**src/rtl/enc8b10b_pkg.sv**
```systemverilog
package enc8b10b_pkg;
  typedef struct packed {
    logic [7:0] chr;
    logic       is_k;
    logic       force_en;
    logic       force_pos;
    logic       bad_k;
  } char_sel_t;

  localparam logic [7:0] COMMA_BYTE     = 8'hBC;
  localparam logic [7:0] FORCE_POS_BYTE = 8'hAC;
  localparam logic [7:0] FORCE_NEG_BYTE = 8'hAD;
endpackage

```
**src/rtl/enc_ctrl_front.sv**
```systemverilog
module enc_ctrl_front
  import enc8b10b_pkg::*;
(
  input  logic [7:0] data_i,
  input  logic       ctrl_sel_i,
  input  logic       kspec_en_i,
  output char_sel_t  sel_o
);
  logic k28_grp, k_x7_grp;

  assign k28_grp  = (data_i[4:0] == 5'd28);
  assign k_x7_grp = (data_i == 8'hF7) || (data_i == 8'hFB) ||
                    (data_i == 8'hFD) || (data_i == 8'hFE);

  always_comb begin
    sel_o = '0;
    if (!ctrl_sel_i) begin
      sel_o.chr = data_i;
    end else if (!kspec_en_i) begin
      sel_o.chr  = COMMA_BYTE;
      sel_o.is_k = 1'b1;
    end else begin
      sel_o.is_k = 1'b1;
      if (data_i == FORCE_POS_BYTE) begin
        sel_o.chr       = COMMA_BYTE;
        sel_o.force_en  = 1'b1;
        sel_o.force_pos = 1'b1;
      end else if (data_i == FORCE_NEG_BYTE) begin
        sel_o.chr      = COMMA_BYTE;
        sel_o.force_en = 1'b1;
      end else if (k28_grp || k_x7_grp) begin
        sel_o.chr = data_i;
      end else begin
        // undefined special code: fall back to comma and flag it
        sel_o.chr   = COMMA_BYTE;
        sel_o.bad_k = 1'b1;
      end
    end
  end
endmodule

```
**src/rtl/enc_sync_seq.sv**
```systemverilog
module enc_sync_seq
  import enc8b10b_pkg::*;
#(
  parameter int         SEQ_LEN   = 16,
  parameter logic [7:0] ODD_BYTE  = 8'h4A,
  parameter logic [7:0] EVEN_BYTE = 8'hB5
) (
  input  logic      clk_i,
  input  logic      rst_ni,
  input  logic      sync_req_i,
  output logic      busy_o,
  output char_sel_t sel_o
);
  localparam int               CNT_W = $clog2(SEQ_LEN);
  localparam logic [CNT_W-1:0] LAST  = CNT_W'(SEQ_LEN - 1);

  logic             active_q;
  logic [CNT_W-1:0] cnt_q;
  logic [CNT_W-1:0] idx;

  assign busy_o = active_q | sync_req_i;
  assign idx    = active_q ? cnt_q : '0;

  always_comb begin
    sel_o = '0;
    if (idx == '0) begin
      sel_o.chr  = COMMA_BYTE;
      sel_o.is_k = 1'b1;
    end else begin
      sel_o.chr = idx[0] ? ODD_BYTE : EVEN_BYTE;
    end
  end

  always_ff @(posedge clk_i or negedge rst_ni) begin
    if (!rst_ni) begin
      active_q <= 1'b0;
      cnt_q    <= '0;
    end else if (active_q) begin
      if (cnt_q == LAST) begin
        active_q <= 1'b0;
        cnt_q    <= '0;
      end else begin
        cnt_q <= cnt_q + 1'b1;
      end
    end else if (sync_req_i) begin
      active_q <= 1'b1;
      cnt_q    <= CNT_W'(1);
    end
  end


  seq_end_chk: assert property (@(posedge clk_i) disable iff (!rst_ni)
    (active_q && cnt_q == LAST) |=> !active_q);

  seq_start_chk: assert property (@(posedge clk_i) disable iff (!rst_ni)
    (!active_q && sync_req_i) |=> (active_q && cnt_q == CNT_W'(1)));

  seq_hold_chk: assert property (@(posedge clk_i) disable iff (!rst_ni)
    (active_q && cnt_q != LAST) |=> (active_q && cnt_q == $past(cnt_q) + 1'b1));
endmodule

```
**src/rtl/enc_code_core.sv**
```systemverilog
module enc_code_core (
  input  logic [7:0] chr_i,
  input  logic       is_k_i,
  input  logic       force_en_i,
  input  logic       force_pos_i,
  input  logic       rd_i,
  output logic [9:0] code_o,
  output logic       rd_o
);
  logic [4:0] x;
  logic [2:0] y;
  logic       rd_eff, k28, unbal6, unbal4, rd_mid, alt7, k28_bal;
  logic [5:0] b6, c6;
  logic [3:0] b4, c4;

  function automatic logic [5:0] tbl6(input logic [4:0] v);
    case (v)
      5'd0:  tbl6 = 6'b100111; 5'd1:  tbl6 = 6'b011101;
      5'd2:  tbl6 = 6'b101101; 5'd3:  tbl6 = 6'b110001;
      5'd4:  tbl6 = 6'b110101; 5'd5:  tbl6 = 6'b101001;
      5'd6:  tbl6 = 6'b011001; 5'd7:  tbl6 = 6'b111000;
      5'd8:  tbl6 = 6'b111001; 5'd9:  tbl6 = 6'b100101;
      5'd10: tbl6 = 6'b010101; 5'd11: tbl6 = 6'b110100;
      5'd12: tbl6 = 6'b001101; 5'd13: tbl6 = 6'b101100;
      5'd14: tbl6 = 6'b011100; 5'd15: tbl6 = 6'b010111;
      5'd16: tbl6 = 6'b011011; 5'd17: tbl6 = 6'b100011;
      5'd18: tbl6 = 6'b010011; 5'd19: tbl6 = 6'b110010;
      5'd20: tbl6 = 6'b001011; 5'd21: tbl6 = 6'b101010;
      5'd22: tbl6 = 6'b011010; 5'd23: tbl6 = 6'b111010;
      5'd24: tbl6 = 6'b110011; 5'd25: tbl6 = 6'b100110;
      5'd26: tbl6 = 6'b010110; 5'd27: tbl6 = 6'b110110;
      5'd28: tbl6 = 6'b001110; 5'd29: tbl6 = 6'b101110;
      5'd30: tbl6 = 6'b011110; default: tbl6 = 6'b101011;
    endcase
  endfunction

  function automatic logic [3:0] tbl4(input logic [2:0] v, input logic alt);
    case (v)
      3'd0: tbl4 = 4'b1011; 3'd1: tbl4 = 4'b1001;
      3'd2: tbl4 = 4'b0101; 3'd3: tbl4 = 4'b1100;
      3'd4: tbl4 = 4'b1101; 3'd5: tbl4 = 4'b1010;
      3'd6: tbl4 = 4'b0110; default: tbl4 = alt ? 4'b0111 : 4'b1110;
    endcase
  endfunction

  assign x      = chr_i[4:0];
  assign y      = chr_i[7:5];
  assign k28    = is_k_i && (x == 5'd28);
  // forced comma: encode as if the opposite disparity were current
  assign rd_eff = force_en_i ? ~force_pos_i : rd_i;

  assign b6     = k28 ? 6'b001111 : tbl6(x);
  assign unbal6 = ($countones(b6) != 3);
  assign c6     = (rd_eff && (unbal6 || (x == 5'd7 && !k28))) ? ~b6 : b6;
  assign rd_mid = rd_eff ^ unbal6;

  assign alt7   = (y == 3'd7) &&
                  (is_k_i ||
                   (!rd_mid && (x == 5'd17 || x == 5'd18 || x == 5'd20)) ||
                   ( rd_mid && (x == 5'd11 || x == 5'd13 || x == 5'd14)));
  assign b4      = tbl4(y, alt7);
  assign unbal4  = ($countones(b4) != 2);
  assign k28_bal = k28 && (y == 3'd1 || y == 3'd2 || y == 3'd5 || y == 3'd6);
  assign c4      = (k28_bal ? !rd_mid : (rd_mid && (unbal4 || y == 3'd3))) ? ~b4 : b4;

  assign code_o = {c6, c4};
  assign rd_o   = rd_mid ^ unbal4;
endmodule

```
**src/rtl/enc8b10b_tx.sv**
```systemverilog
module enc8b10b_tx
  import enc8b10b_pkg::*;
#(
  parameter int         SYNC_LEN  = 16,
  parameter logic [7:0] SYNC_ODD  = 8'h4A,
  parameter logic [7:0] SYNC_EVEN = 8'hB5
) (
  input  logic       clk_i,
  input  logic       rst_ni,
  input  logic [7:0] data_i,
  input  logic       ctrl_sel_i,
  input  logic       kspec_en_i,
  input  logic       sync_req_i,
  output logic [9:0] code_o,
  output logic       rd_o,
  output logic       kerr_o
);
  char_sel_t  front_sel, sync_sel, cur_sel;
  logic       sync_busy;
  logic [9:0] code_d;
  logic       rd_d;
  logic [9:0] code_q;
  logic       rd_q, kerr_q;

  enc_ctrl_front i_front (
    .data_i     (data_i),
    .ctrl_sel_i (ctrl_sel_i),
    .kspec_en_i (kspec_en_i),
    .sel_o      (front_sel)
  );

  enc_sync_seq #(
    .SEQ_LEN   (SYNC_LEN),
    .ODD_BYTE  (SYNC_ODD),
    .EVEN_BYTE (SYNC_EVEN)
  ) i_sync (
    .clk_i      (clk_i),
    .rst_ni     (rst_ni),
    .sync_req_i (sync_req_i),
    .busy_o     (sync_busy),
    .sel_o      (sync_sel)
  );

  assign cur_sel = sync_busy ? sync_sel : front_sel;

  enc_code_core i_core (
    .chr_i       (cur_sel.chr),
    .is_k_i      (cur_sel.is_k),
    .force_en_i  (cur_sel.force_en),
    .force_pos_i (cur_sel.force_pos),
    .rd_i        (rd_q),
    .code_o      (code_d),
    .rd_o        (rd_d)
  );

  always_ff @(posedge clk_i or negedge rst_ni) begin
    if (!rst_ni) begin
      code_q <= '0;
      rd_q   <= 1'b0;
      kerr_q <= 1'b0;
    end else begin
      code_q <= code_d;
      rd_q   <= rd_d;
      kerr_q <= cur_sel.bad_k;
    end
  end

  assign code_o = code_q;
  assign rd_o   = rd_q;
  assign kerr_o = kerr_q;


  pos_word_rd_chk: assert property (@(posedge clk_i) disable iff (!rst_ni)
    ($countones(code_o) == 6) |-> rd_o);

  neg_word_rd_chk: assert property (@(posedge clk_i) disable iff (!rst_ni)
    ($countones(code_o) == 4) |-> !rd_o);

  bal_word_rd_chk: assert property (@(posedge clk_i) disable iff (!rst_ni)
    ($countones(code_o) == 5) |-> $stable(rd_o));

  word_weight_chk: assert property (@(posedge clk_i) disable iff (!rst_ni)
    (code_o != '0) |-> ($countones(code_o) >= 4 && $countones(code_o) <= 6));

  kerr_comma_chk: assert property (@(posedge clk_i) disable iff (!rst_ni)
    kerr_o |-> (code_o == 10'b0011111010 || code_o == 10'b1100000101));

  kerr_mode_chk: assert property (@(posedge clk_i) disable iff (!rst_ni)
    $rose(kerr_o) |-> $past(ctrl_sel_i && kspec_en_i && !sync_req_i));
endmodule

```
**config.mk**
```make
export PLATFORM = sky130hd
export DESIGN_NAME = enc8b10b_tx
export DESIGN_NICKNAME = d
export VERILOG_FILES = /design/src/rtl/enc8b10b_pkg.sv /design/src/rtl/enc_ctrl_front.sv /design/src/rtl/enc_sync_seq.sv /design/src/rtl/enc_code_core.sv /design/src/rtl/enc8b10b_tx.sv
export SDC_FILE = /design/constraint.sdc
export NUM_CORES = 1
export LEC_CHECK = 0
export BUFFER_PORTS_ARGS = -buffer_cell sky130_fd_sc_hd__buf_2
export CAP_MARGIN = 20
export CORE_MARGIN = 2
export CORE_UTILIZATION = 52
export CTS_BUF_LIST = sky130_fd_sc_hd__clkbuf_16
export CTS_CLUSTER_DIAMETER = 40
export DETAILED_ROUTE_END_ITERATION = 8
export GPL_ROUTABILITY_DRIVEN = 0
export PLACE_DENSITY = 0.86
export SYNTH_ARGS = -nofsm -noshare
export SYNTH_HDL_FRONTEND = slang
export SYNTH_SLANG_ARGS = --single-unit
```
**constraint.sdc**
```tcl
create_clock -name clk_i -period 6.2 [get_ports clk_i]
set_input_delay 1.24 -clock clk_i [delete_from_list [all_inputs] [get_ports clk_i]]
set_output_delay 1.24 -clock clk_i [all_outputs]
set_load 0.005 [all_outputs]
```
==> impl_metrics.env <==
export IMPL_ctsHoldBuffers=0
export IMPL_crit_start="sync_req_i"
export IMPL_arrival_ps=7610
export IMPL_top_layer_used="met4"
export IMPL_cts_tree="done"
export IMPL_fin_ws_ps=-1320
export IMPL_hpwlAfterDp_mm=4.15
export IMPL_outcome="complete, but fails checks"
export IMPL_multi_input_area_um2=1650
export IMPL_port_buffers=24
export IMPL_totalWireLength_mm=10.6
export IMPL_drt_iter0_drc=527
export IMPL_hold_viol_final=0
export IMPL_die_area_um2=4060
export IMPL_tightest_slew_ps=778
export IMPL_cpLargestDelayFamily="compound AO/OA/AOI/OAI gates"
export IMPL_cts_sinks=17
export IMPL_crit_slowest_cell="fa_1"
export IMPL_relSlewSlack_pct=47.7
export IMPL_synthCells=203
export IMPL_antenna_found_initial=0
export IMPL_seq_area_um2=425
export IMPL_synth_async_reset_ratio_pct=100
export IMPL_clkLatencyLatePin_ps=260
export IMPL_synth_edff_count=0
export IMPL_final_util_pct=95.1
export IMPL_wl_met2_mm=4.52
export IMPL_ys_seq_area_share_pct=22.9
export IMPL_synth_fp_nets=235
export IMPL_r2r_start="i_sync.active_q"
export IMPL_placement_rows=21
export IMPL_min_to="i_sync.cnt_q[2]"
export IMPL_boundaryPins=25
export IMPL_wl_per_cell_um=28.8
export IMPL_grt_total_usage_pct=45.1
export IMPL_netlist_area_um2=1860
export IMPL_dr_pass1_iters=7
export IMPL_crit_buf_inv=5
export IMPL_cp_required_ps=6300
export IMPL_maxCapViolations=0
export IMPL_max_freq_ghz=0.133
export IMPL_grt_max_degree=18
export IMPL_r2r_slack_ps=-750
export IMPL_place_area_um2=2460
export IMPL_vias=2679
export IMPL_via_per_inst=7.24
export IMPL_die_x_um=63.7
export IMPL_final_common_cell="buf_4"
export IMPL_drive_above_1_share_pct=59.9
export IMPL_holdWs_ps=573
export IMPL_ant_nets=0
export IMPL_yosys_cell_types_count=66
export IMPL_synth_seq_cells=17
export IMPL_grt_pass1_wl_mm=13.6
export IMPL_finalSetupViolations=5
export IMPL_cp_max_fo=5
export IMPL_end_kind="register"
export IMPL_synthFlopType="dfrtp_1"
export IMPL_grt_pass1_vias=2565
export IMPL_core_area_um2=3390
export IMPL_holdPathStages=1
export IMPL_mostFrequentLayoutCells="101 x buf_4, 18 x buf_2, 17 x dfrtp_1, 14 x nand2_1, 13 x o21ai_0"
export IMPL_clk_pin_slew_ps=60
export IMPL_clock_root_buffer="clkbuf_16"
export IMPL_start_kind="input pin"
export IMPL_clockBufferDepth=2
export IMPL_hold_path_class="reg -> reg"
export IMPL_syn_to_final_growth_pct=73.8
export IMPL_syn_mean_instance_area_um2=9.14
export IMPL_worstHoldStart="i_sync.cnt_q[2]"
export IMPL_maxSlewViolCount=0
export IMPL_final_min_clock_period_ps=7520
export IMPL_cts_made_buffers=3
export IMPL_skew_ps=6.93
export IMPL_fin_area_um2=3220
export IMPL_route_met3_wl_mm=1.49
export IMPL_r2r_cells=28
export IMPL_r2r_end="code_o[1]"
export IMPL_yosysWarnings=0
export IMPL_critical_path_class="in -> reg"
export IMPL_drc_errors=0
export IMPL_grt_ovfl_total=0
export IMPL_violations="setup timing"
export IMPL_period_share_pct=121
export IMPL_layout_nets=357
export IMPL_cpPeakStageDelay_ps=480
export IMPL_drt_met1_wl_mm=3.30
export IMPL_num_antenna_cells=0
export IMPL_rsz0062_at_grt="true"
export IMPL_htree_levels=1
export IMPL_n_fill_cell=89
export IMPL_die_h_um=63.7
export IMPL_initial_utilization_pct=54.7
## synth_stat cells, types with 3 or more instances
cell,instances,area share (%)
inv_1,8,1.6
a31oi_1,4,1.3
nand2b_1,3,1.0
nor3_1,3,0.81
dfrtp_1,17,23
a21oi_1,8,2.2
xor2_1,5,2.4
o21ai_0,14,3.8
a21boi_0,5,2.0
ha_1,16,11
buf_6,5,3.0
and2_1,3,1.0
xnor2_1,10,4.7
nand2_1,20,4.0
nand3_1,4,1.1
fa_1,3,3.2
nor2_1,15,3.0
## metrics by stage
stage | setup WS, ps | setup TNS (ps) | cells
2_1_floorplan | -647 | -2690 | 203
3_3_place_gp | -703 | -3070 | 319
3_5_place_dp | -951 | -4230 | 319
4_1_cts | -482 | -2350 | 371
5_1_grt | -1400 | -6220 | 370
6_report | -1320 | -5780 | 370
## area by class of cell
class / instances / share of cell area, %
inverters: 8 / 1.16
multi-input cells: 167 / 51.0
well taps: 46 / 1.79
repair buffers: 128 / 30.3
clock buffers: 3 / 2.33
clock inverters: 1 / 0.155
flip-flops and latches: 17 / 13.2
## flip-flops by register name, summed over array words and instances (netlist names)
| name | cells |
|---|---|
| i_sync.active_q | 1 |
| code_o | 10 |
| rd_o | 1 |
| i_sync.cnt_q | 4 |
| kerr_o | 1 |
## how the worst max path moves through the flow
stage                end  cells past startpoint
5_1_grt        code_o[1]                     30
4_1_cts        code_o[2]                     29
3_5_place_dp   code_o[2]                     28
2_1_floorplan  code_o[3]                     28
6_report       code_o[1]                     29
3_3_place_gp   code_o[0]                     29
## what timing repair did
action	CTS	global route
endpoints found under the hold margin	0	0
setup buffers	48	12
gates resized for setup	29	36
endpoints found under the setup margin	5	6
pin swaps	15	13
## layer usage
metal  vias up  global-route usage, %
met5         -                      0
met4         0                   40.8
met3       154                   14.8
met2       342                   72.6
met1      1197                   46.4
li1        986                      -
## cell families (layout without fill, tap and decap cells)
kind of cell / count (synthesis) / after routing / synth area share (%)
AND/OR/NAND/NOR: 70 / 70 / 20.8
AO/OA/AOI/OAI: 61 / 61 / 26.6
adder cells (fa/ha/maj): 20 / 20 / 14.6
buffers and inverters: 19 / 140 / 7.48
flip-flops: 17 / 17 / 22.9
XOR/XNOR: 15 / 15 / 7.08
multiplexers: 1 / 1 / 0.539
Power is left out: the tool's default activity adds up to more than one toggle a clock period on the data nets, which glitch-free logic cannot reach.
